`config.mk`:
```
export PLATFORM = sky130hd
export DESIGN_NAME = bus_wait_ctrl
export DESIGN_NICKNAME = d
export VERILOG_FILES = /design/src/rtl/bwc_pkg.sv /design/src/rtl/bwc_sync.sv /design/src/rtl/bwc_cfg_reg.sv /design/src/rtl/bwc_len_calc.sv /design/src/rtl/bwc_seq.sv /design/src/rtl/bus_wait_ctrl.sv
export SDC_FILE = /design/constraint.sdc
export NUM_CORES = 1
export LEC_CHECK = 0
export BUFFER_PORTS_ARGS = -buffer_cell sky130_fd_sc_hd__buf_2
export CAP_MARGIN = 20
export CORE_MARGIN = 5
export CORE_UTILIZATION = 30
export CTS_CLUSTER_SIZE = 28
export DETAILED_ROUTE_END_ITERATION = 10
export GPL_TIMING_DRIVEN = 0
export PLACE_DENSITY = 0.6
export SLEW_MARGIN = 20
export SYNTH_ARGS = -nofsm -noshare
export SYNTH_HDL_FRONTEND = slang
export SYNTH_SLANG_ARGS = --single-unit
```
`constraint.sdc`:
```
create_clock -name clk_i -period 1.9 [get_ports clk_i]
set_input_delay 0.38 -clock clk_i [delete_from_list [all_inputs] [get_ports clk_i]]
set_output_delay 0.38 -clock clk_i [all_outputs]
set_load 0.02 [all_outputs]
```
`src/rtl/bwc_pkg.sv`:
```
package bwc_pkg;
  localparam int unsigned CNT_W  = 3;
  localparam int unsigned AREA_W = 3;
  localparam int unsigned N_AREA = 1 << AREA_W;
  localparam int unsigned REG_W  = 16;

  typedef enum logic [1:0] {
    SP_EXT    = 2'd0,
    SP_MUXIO  = 2'd1,
    SP_PERIPH = 2'd2,
    SP_ONCHIP = 2'd3
  } space_e;

  typedef enum logic [1:0] {
    ST_IDLE = 2'd0,
    ST_BASE = 2'd1,
    ST_EXT  = 2'd2
  } seq_e;

  typedef struct packed {
    logic [CNT_W-1:0] base;
    logic             samp;
  } len_t;
endpackage

```
`src/rtl/bwc_sync.sv`:
```
module bwc_sync #(
  parameter int unsigned STAGES = 2
) (
  input  logic clk_i,
  input  logic rst_ni,
  input  logic d_i,
  output logic q_o
);
  logic [STAGES-1:0] q;

  generate
    if (STAGES == 1) begin : g_one
      always_ff @(posedge clk_i or negedge rst_ni)
        if (!rst_ni) q <= '0;
        else         q <= d_i;
    end else begin : g_chain
      always_ff @(posedge clk_i or negedge rst_ni)
        if (!rst_ni) q <= '0;
        else         q <= {q[STAGES-2:0], d_i};
    end
  endgenerate

  assign q_o = q[STAGES-1];
endmodule

```
`src/rtl/bwc_cfg_reg.sv`:
```
module bwc_cfg_reg
  import bwc_pkg::*;
(
  input  logic              clk_i,
  input  logic              rst_ni,
  input  logic              we_i,
  input  logic [REG_W-1:0]  wdata_i,
  input  logic              dram_en_i,
  output logic [N_AREA-1:0] rd_bits_o,
  output logic              ww_o,
  output logic              err_o,
  output logic [REG_W-1:0]  rdata_o
);
  localparam int unsigned RSVD_W = REG_W - N_AREA - 2;

  logic [N_AREA-1:0] rd_q;
  logic              ww_q;
  logic              err_q;
  logic              bad_wr;

  // short pitch is only legal when area 1 runs as DRAM
  assign bad_wr = we_i && !wdata_i[1] && !dram_en_i;

  always_ff @(posedge clk_i or negedge rst_ni) begin
    if (!rst_ni) begin
      rd_q  <= '1;
      ww_q  <= 1'b1;
      err_q <= 1'b0;
    end else if (we_i) begin
      rd_q <= wdata_i[REG_W-1 -: N_AREA];
      ww_q <= bad_wr ? 1'b1 : wdata_i[1];
      if (bad_wr) err_q <= 1'b1;
    end
  end

  assign rd_bits_o = rd_q;
  assign ww_o      = ww_q;
  assign err_o     = err_q;
  assign rdata_o   = {rd_q, {RSVD_W{1'b1}}, ww_q, 1'b1};
endmodule

```
`src/rtl/bwc_len_calc.sv`:
```
module bwc_len_calc
  import bwc_pkg::*;
#(
  parameter logic [N_AREA-1:0] LONG_MASK = 8'b0100_0101,
  parameter int unsigned       DRAM_AREA = 1
) (
  input  logic [AREA_W-1:0] area_i,
  input  logic [1:0]        space_i,
  input  logic              write_i,
  input  logic              dram_en_i,
  input  logic              refresh_i,
  input  logic [1:0]        long_wait_i,
  input  logic [1:0]        rfsh_wait_i,
  input  logic [N_AREA-1:0] rd_bits_i,
  input  logic              ww_i,
  output len_t              len_o
);
  localparam logic [CNT_W-1:0] ONE   = CNT_W'(1);
  localparam logic [CNT_W-1:0] TWO   = CNT_W'(2);
  localparam logic [CNT_W-1:0] THREE = CNT_W'(3);
  localparam logic [CNT_W-1:0] FOUR  = CNT_W'(4);

  logic is_dram_wr;
  logic area_bit;

  assign is_dram_wr = write_i && (area_i == AREA_W'(DRAM_AREA));
  assign area_bit   = rd_bits_i[area_i];

  always_comb begin
    len_o = '{base: ONE, samp: 1'b0};
    if (refresh_i) begin
      len_o.base = TWO + CNT_W'(rfsh_wait_i);
    end else begin
      unique case (space_e'(space_i))
        SP_ONCHIP: len_o.base = ONE;
        SP_PERIPH: len_o.base = THREE;
        SP_MUXIO:  len_o = '{base: FOUR, samp: 1'b1};
        default: begin
          if (is_dram_wr) begin
            if (dram_en_i && !ww_i) len_o.base = ONE;
            else                    len_o = '{base: TWO, samp: 1'b1};
          end else if (LONG_MASK[area_i]) begin
            len_o.base = TWO + CNT_W'(long_wait_i);
            len_o.samp = area_bit;
          end else if (area_bit) begin
            len_o = '{base: TWO, samp: 1'b1};
          end
        end
      endcase
    end
  end
endmodule

```
`src/rtl/bwc_seq.sv`:
```
module bwc_seq
  import bwc_pkg::*;
(
  input  logic clk_i,
  input  logic rst_ni,
  input  logic start_i,
  input  len_t len_i,
  input  logic wait_act_i,
  output logic busy_o,
  output logic done_o
);
  seq_e             state_q;
  logic [CNT_W-1:0] rem_q;
  logic             samp_q;
  logic             done_q;

  always_ff @(posedge clk_i or negedge rst_ni) begin
    if (!rst_ni) begin
      state_q <= ST_IDLE;
      rem_q   <= '0;
      samp_q  <= 1'b0;
      done_q  <= 1'b0;
    end else begin
      done_q <= 1'b0;
      unique case (state_q)
        ST_IDLE: if (start_i) begin
          rem_q   <= len_i.base;
          samp_q  <= len_i.samp;
          state_q <= ST_BASE;
        end
        ST_BASE: begin
          if (rem_q > CNT_W'(1)) begin
            rem_q <= rem_q - CNT_W'(1);
          end else if (samp_q && wait_act_i) begin
            state_q <= ST_EXT;
          end else begin
            state_q <= ST_IDLE;
            done_q  <= 1'b1;
          end
        end
        ST_EXT: if (!wait_act_i) begin
          state_q <= ST_IDLE;
          done_q  <= 1'b1;
        end
        default: state_q <= ST_IDLE;
      endcase
    end
  end

  assign busy_o = (state_q != ST_IDLE);
  assign done_o = done_q;
endmodule

```
`src/rtl/bus_wait_ctrl.sv`:
```
module bus_wait_ctrl
  import bwc_pkg::*;
#(
  parameter int unsigned SYNC_STAGES = 2
) (
  input  logic              clk_i,
  input  logic              rst_ni,
  input  logic              start_i,
  input  logic [AREA_W-1:0] area_i,
  input  logic [1:0]        space_i,
  input  logic              write_i,
  input  logic              dram_en_i,
  input  logic              refresh_i,
  input  logic              wait_ni,
  input  logic [1:0]        long_wait_i,
  input  logic [1:0]        rfsh_wait_i,
  input  logic              reg_we_i,
  input  logic [REG_W-1:0]  reg_wdata_i,
  output logic [REG_W-1:0]  reg_rdata_o,
  output logic              cfg_err_o,
  output logic              busy_o,
  output logic              done_o
);
  logic [N_AREA-1:0] rd_bits;
  logic              ww;
  logic              wait_act;
  len_t              len;

  bwc_sync #(.STAGES(SYNC_STAGES)) i_sync (
    .clk_i  (clk_i),
    .rst_ni (rst_ni),
    .d_i    (~wait_ni),
    .q_o    (wait_act)
  );

  bwc_cfg_reg i_cfg (
    .clk_i     (clk_i),
    .rst_ni    (rst_ni),
    .we_i      (reg_we_i),
    .wdata_i   (reg_wdata_i),
    .dram_en_i (dram_en_i),
    .rd_bits_o (rd_bits),
    .ww_o      (ww),
    .err_o     (cfg_err_o),
    .rdata_o   (reg_rdata_o)
  );

  bwc_len_calc i_len (
    .area_i      (area_i),
    .space_i     (space_i),
    .write_i     (write_i),
    .dram_en_i   (dram_en_i),
    .refresh_i   (refresh_i),
    .long_wait_i (long_wait_i),
    .rfsh_wait_i (rfsh_wait_i),
    .rd_bits_i   (rd_bits),
    .ww_i        (ww),
    .len_o       (len)
  );

  bwc_seq i_seq (
    .clk_i      (clk_i),
    .rst_ni     (rst_ni),
    .start_i    (start_i),
    .len_i      (len),
    .wait_act_i (wait_act),
    .busy_o     (busy_o),
    .done_o     (done_o)
  );
endmodule

```
==> flow_results.xml <==
<?xml version="1.0" encoding="UTF-8"?>
<metrics>
  <group name="synth">
    <metric name="postSynth.asyncResetShare" unit="%">100.0</metric>
    <metric name="postSynth.topFlopCell" unit="">dfrtp_1</metric>
    <metric name="cell_with_the_most_instances_after_synthesis" unit="">inv_1</metric>
    <metric name="synth_largest_type_area_fraction" unit="%">19.42</metric>
    <metric name="synth_area_leader_cell" unit="">dfrtp_1</metric>
    <metric name="syn_area_per_cell" unit="um^2">10.56</metric>
    <metric name="synth_enable_flop_cells" unit="">0</metric>
    <metric name="synth_seq_cells" unit="">19</metric>
    <metric name="synth.cell_area" unit="mm^2">0.001289</metric>
    <metric name="synthCells" unit="">122</metric>
    <metric name="yosysWarnings" unit="">0</metric>
    <metric name="synth_cell_types" unit="">49</metric>
    <metric name="cell_types_with_the_highest_counts_after_synthesis" unit="">inv_1, dfrtp_1, dfstp_2</metric>
    <metric name="most_area_consuming_cells_after_synthesis" unit="">dfrtp_1, dfstp_2, mux2_2, ha_1, mux2i_1</metric>
    <metric name="yosysSeqAreaShare" unit="%">37.77</metric>
  </group>
  <group name="layout">
    <metric name="design_area" unit="mm^2">0.001594</metric>
    <metric name="nNetsFinal" unit="">206</metric>
    <metric name="layout-drive-gt1-share" unit="%">45.51</metric>
    <metric name="layout.filler_cells" unit="">420</metric>
    <metric name="flow.area_growth_from_synthesis" unit="%">23.69</metric>
    <metric name="n_antenna_cell" unit="">0</metric>
    <metric name="final_cell_count_no_fill" unit="">217</metric>
  </group>
  <group name="drt">
    <metric name="firstDrtPassIters" unit="">4</metric>
    <metric name="routed_wirelength" unit="um">2828</metric>
    <metric name="drc" unit="">0</metric>
    <metric name="route.vias.total" unit="">1031</metric>
    <metric name="postRouteAntennaNets" unit="">0</metric>
    <metric name="vias_per_cell" unit="">4.751</metric>
    <metric name="post_drt_wl_per_cell" unit="um">13.03</metric>
    <metric name="detailedRoute.firstIterationViolations" unit="">52</metric>
  </group>
  <group name="timing">
    <metric name="worst-slew-pin-transition" unit="ns">0.5022</metric>
    <metric name="max-slew-margin-rel" unit="%">66.52</metric>
    <metric name="fin_crit" unit="ns">1.758</metric>
    <metric name="report.final.setup_viol" unit="">0</metric>
    <metric name="final_hold_viol_count" unit="">0</metric>
    <metric name="maximum_clock_skew_at_final_layout" unit="ns">0.007787</metric>
    <metric name="final_min_period_over_clock_period" unit="%">92.51</metric>
    <metric name="number_of_pins_with_negative_max_slew_slack_in_the_final_report" unit="">0</metric>
    <metric name="maximum_achievable_frequency" unit="GHz">0.5689</metric>
    <metric name="sum_of_negative_setup_slack" unit="ns">0</metric>
    <metric name="rsz_0062_raised_after_global_routing" unit="">false</metric>
  </group>
  <group name="worst_setup_path">
    <metric name="critPathCaptureType" unit="">output pin</metric>
    <metric name="worst-setup-path-type" unit="">register to output pin</metric>
    <metric name="critPathMaxFanout" unit="">6</metric>
    <metric name="critPathArrivalTime" unit="ns">1.38</metric>
    <metric name="critPathRequiredTime" unit="ns">1.52</metric>
    <metric name="crit_path_start_kind" unit="">register</metric>
  </group>
  <group name="clock_network">
    <metric name="worst_setup_hold_path_clk_slew" unit="ns">0.07</metric>
    <metric name="cts_sinks" unit="">19</metric>
    <metric name="cts_buffers" unit="">3</metric>
    <metric name="cts.root.buffer_cell" unit="">clkbuf_8</metric>
    <metric name="holdBufCountCts" unit="">0</metric>
    <metric name="ctsLongestPathBuffers" unit="">2</metric>
    <metric name="cts.repair.resized" unit="">0</metric>
    <metric name="worst_skew_pair.late_latency" unit="ns">0.26</metric>
    <metric name="tritoncts" unit="">yes</metric>
    <metric name="post_cts_buffers" unit="">0</metric>
    <metric name="ctsHtreeMaxLevel" unit="">1</metric>
  </group>
  <group name="placed_design">
    <metric name="numPortBuffers" unit="">35</metric>
    <metric name="place_hpwl" unit="um">2326</metric>
    <metric name="detailed_place.area" unit="mm^2">0.001549</metric>
    <metric name="dpl.cell_count" unit="">213</metric>
    <metric name="routabilityCongestion" unit="">0.7526</metric>
  </group>
  <group name="die">
    <metric name="row_count" unit="">23</metric>
    <metric name="initial_utilization" unit="%">31.54</metric>
    <metric name="io-pin-count" unit="">52</metric>
    <metric name="coreArea" unit="mm^2">0.004086</metric>
    <metric name="horizontal_die_dimension" unit="um">75.54</metric>
    <metric name="chipHeight" unit="um">75.54</metric>
    <metric name="die_footprint" unit="mm^2">0.005706</metric>
  </group>
  <group name="pwr">
    <metric name="worst_ir_drop_vdd" unit="mV">0.4950</metric>
    <metric name="p_leak" unit="nW">0.7384</metric>
    <metric name="power.density" unit="mW/mm^2">1119</metric>
  </group>
  <group name="global_routing">
    <metric name="grt_start_max_net_pins" unit="">20</metric>
    <metric name="grt_pass1_vias" unit="">1001</metric>
    <metric name="grt_usage" unit="%">10.15</metric>
    <metric name="globalRouteOverflowTotal" unit="">0</metric>
    <metric name="grt_first_pass_wirelength" unit="um">4519</metric>
    <metric name="antenna_violations_before_repair" unit="">0</metric>
  </group>
  <group name="run_status">
    <metric name="outcome" unit="">finished, final reports clean</metric>
  </group>
  <group name="job">
    <metric name="maxCapViolCount" unit="">0</metric>
  </group>
  <group name="worst_hold_path">
    <metric name="hp-class" unit="">input port to async pin</metric>
  </group>
</metrics>
==> report_power, final <==
group | switching (mW) | internal [mW]
logic | 0.500 | 0.412
clock network | 0.132 | 0.149
registers | 0.0854 | 0.506
==> final timing paths <==
check / cells after the start / slack [ns] / start / to
min reg2reg: 0 / 0.35 / i_sync.q[0] / i_sync.q[1]
max in group asynchronous: 1 / 1.52 / rst_ni / i_cfg.ww_o
max: 4 / 0.14 / i_seq.state_q[0] / busy_o
min in group clk_i: 2 / 0.26 / wait_ni / i_sync.q[0]
max reg2reg: 6 / 0.22 / i_seq.state_q[0] / i_seq.rem_q[1]
min: 1 / 0.05 / rst_ni / i_seq.state_q[1]
==> per-layer routing <==
metal	GRT usage (%)	up-vias	part of all wire (%)
met3	2.507	4	7.4
li1	-	523	-
met5	0	-	0
met1	14.22	473	44
met4	2.913	0	0.85
met2	15.53	31	47
==> placed cells by master, fill, tap and decap left out, types with 2 or more instances in the layout <==
| cell type | n |
|---|---|
| mux2i_1 | 6 |
| nand2b_1 | 3 |
| nor2_1 | 3 |
| a211oi_2 | 2 |
| a21oi_1 | 2 |
| buf_4 | 8 |
| o21ai_0 | 2 |
| dfrtp_1 | 10 |
| mux2_2 | 8 |
| clkbuf_8 | 3 |
| nand2_1 | 7 |
| ha_1 | 5 |
| o21ai_1 | 2 |
| nor2b_1 | 4 |
| dfstp_2 | 9 |
| clkbuf_1 | 2 |
| conb_1 | 7 |
| o31a_1 | 2 |
| o22ai_1 | 3 |
| inv_1 | 11 |
| a31oi_1 | 4 |
| buf_2 | 36 |
==> critical path: stages, from the launching register on <==
cell and delay (ns):
dfrtp_1 0.41, inv_1 0.09, ha_1 0.30, inv_1 0.14, buf_2 0.18
==> per-stage QoR <==
step           util (%)  setup WS, ns  hold WS, ns  total power, mW
2_1_floorplan         -        0.3833      0.08441            1.302
6_report          39.01        0.1422      0.05064            1.783
5_1_grt           39.01       0.02968      0.08182            1.926
3_3_place_gp      37.91        0.2978       0.3343            1.471
4_1_cts           39.01        0.1403      0.06884            1.801
3_5_place_dp      37.91        0.2258       0.3389            1.516
==> registers in the layout, summed over array words and instances (netlist names) <==
signal           cells
i_sync.q             2
i_cfg.rd_bits_o      8
i_seq.samp_q         1
i_seq.state_q        2
i_seq.rem_q          3
i_seq.done_o         1
i_cfg.err_o          1
i_cfg.ww_o           1
==> layout make-up <==
type	instances	area, um^2	area share [%]
plain buffers	11	80.08	5.024
clock buffers	4	45.04	2.826
inverters	11	41.29	2.590
multi-input cells	87	703.2	44.11
flip-flops and latches	19	486.7	30.53
well taps	50	62.56	3.925
repair buffers	35	175.2	10.99
==> cells by family after synthesis <==
kind of cell    after synthesis  share of synthesized area (%)
other cells                   1                         0.2910
flops                        19                          37.77
mux                          15                          12.82
simple gates                 23                          9.904
buf+inv                      22                          9.417
fa+ha+maj                     5                          4.854
compound gates               37                          24.95
No activity file was read; power rests on OpenSTA's default activity.
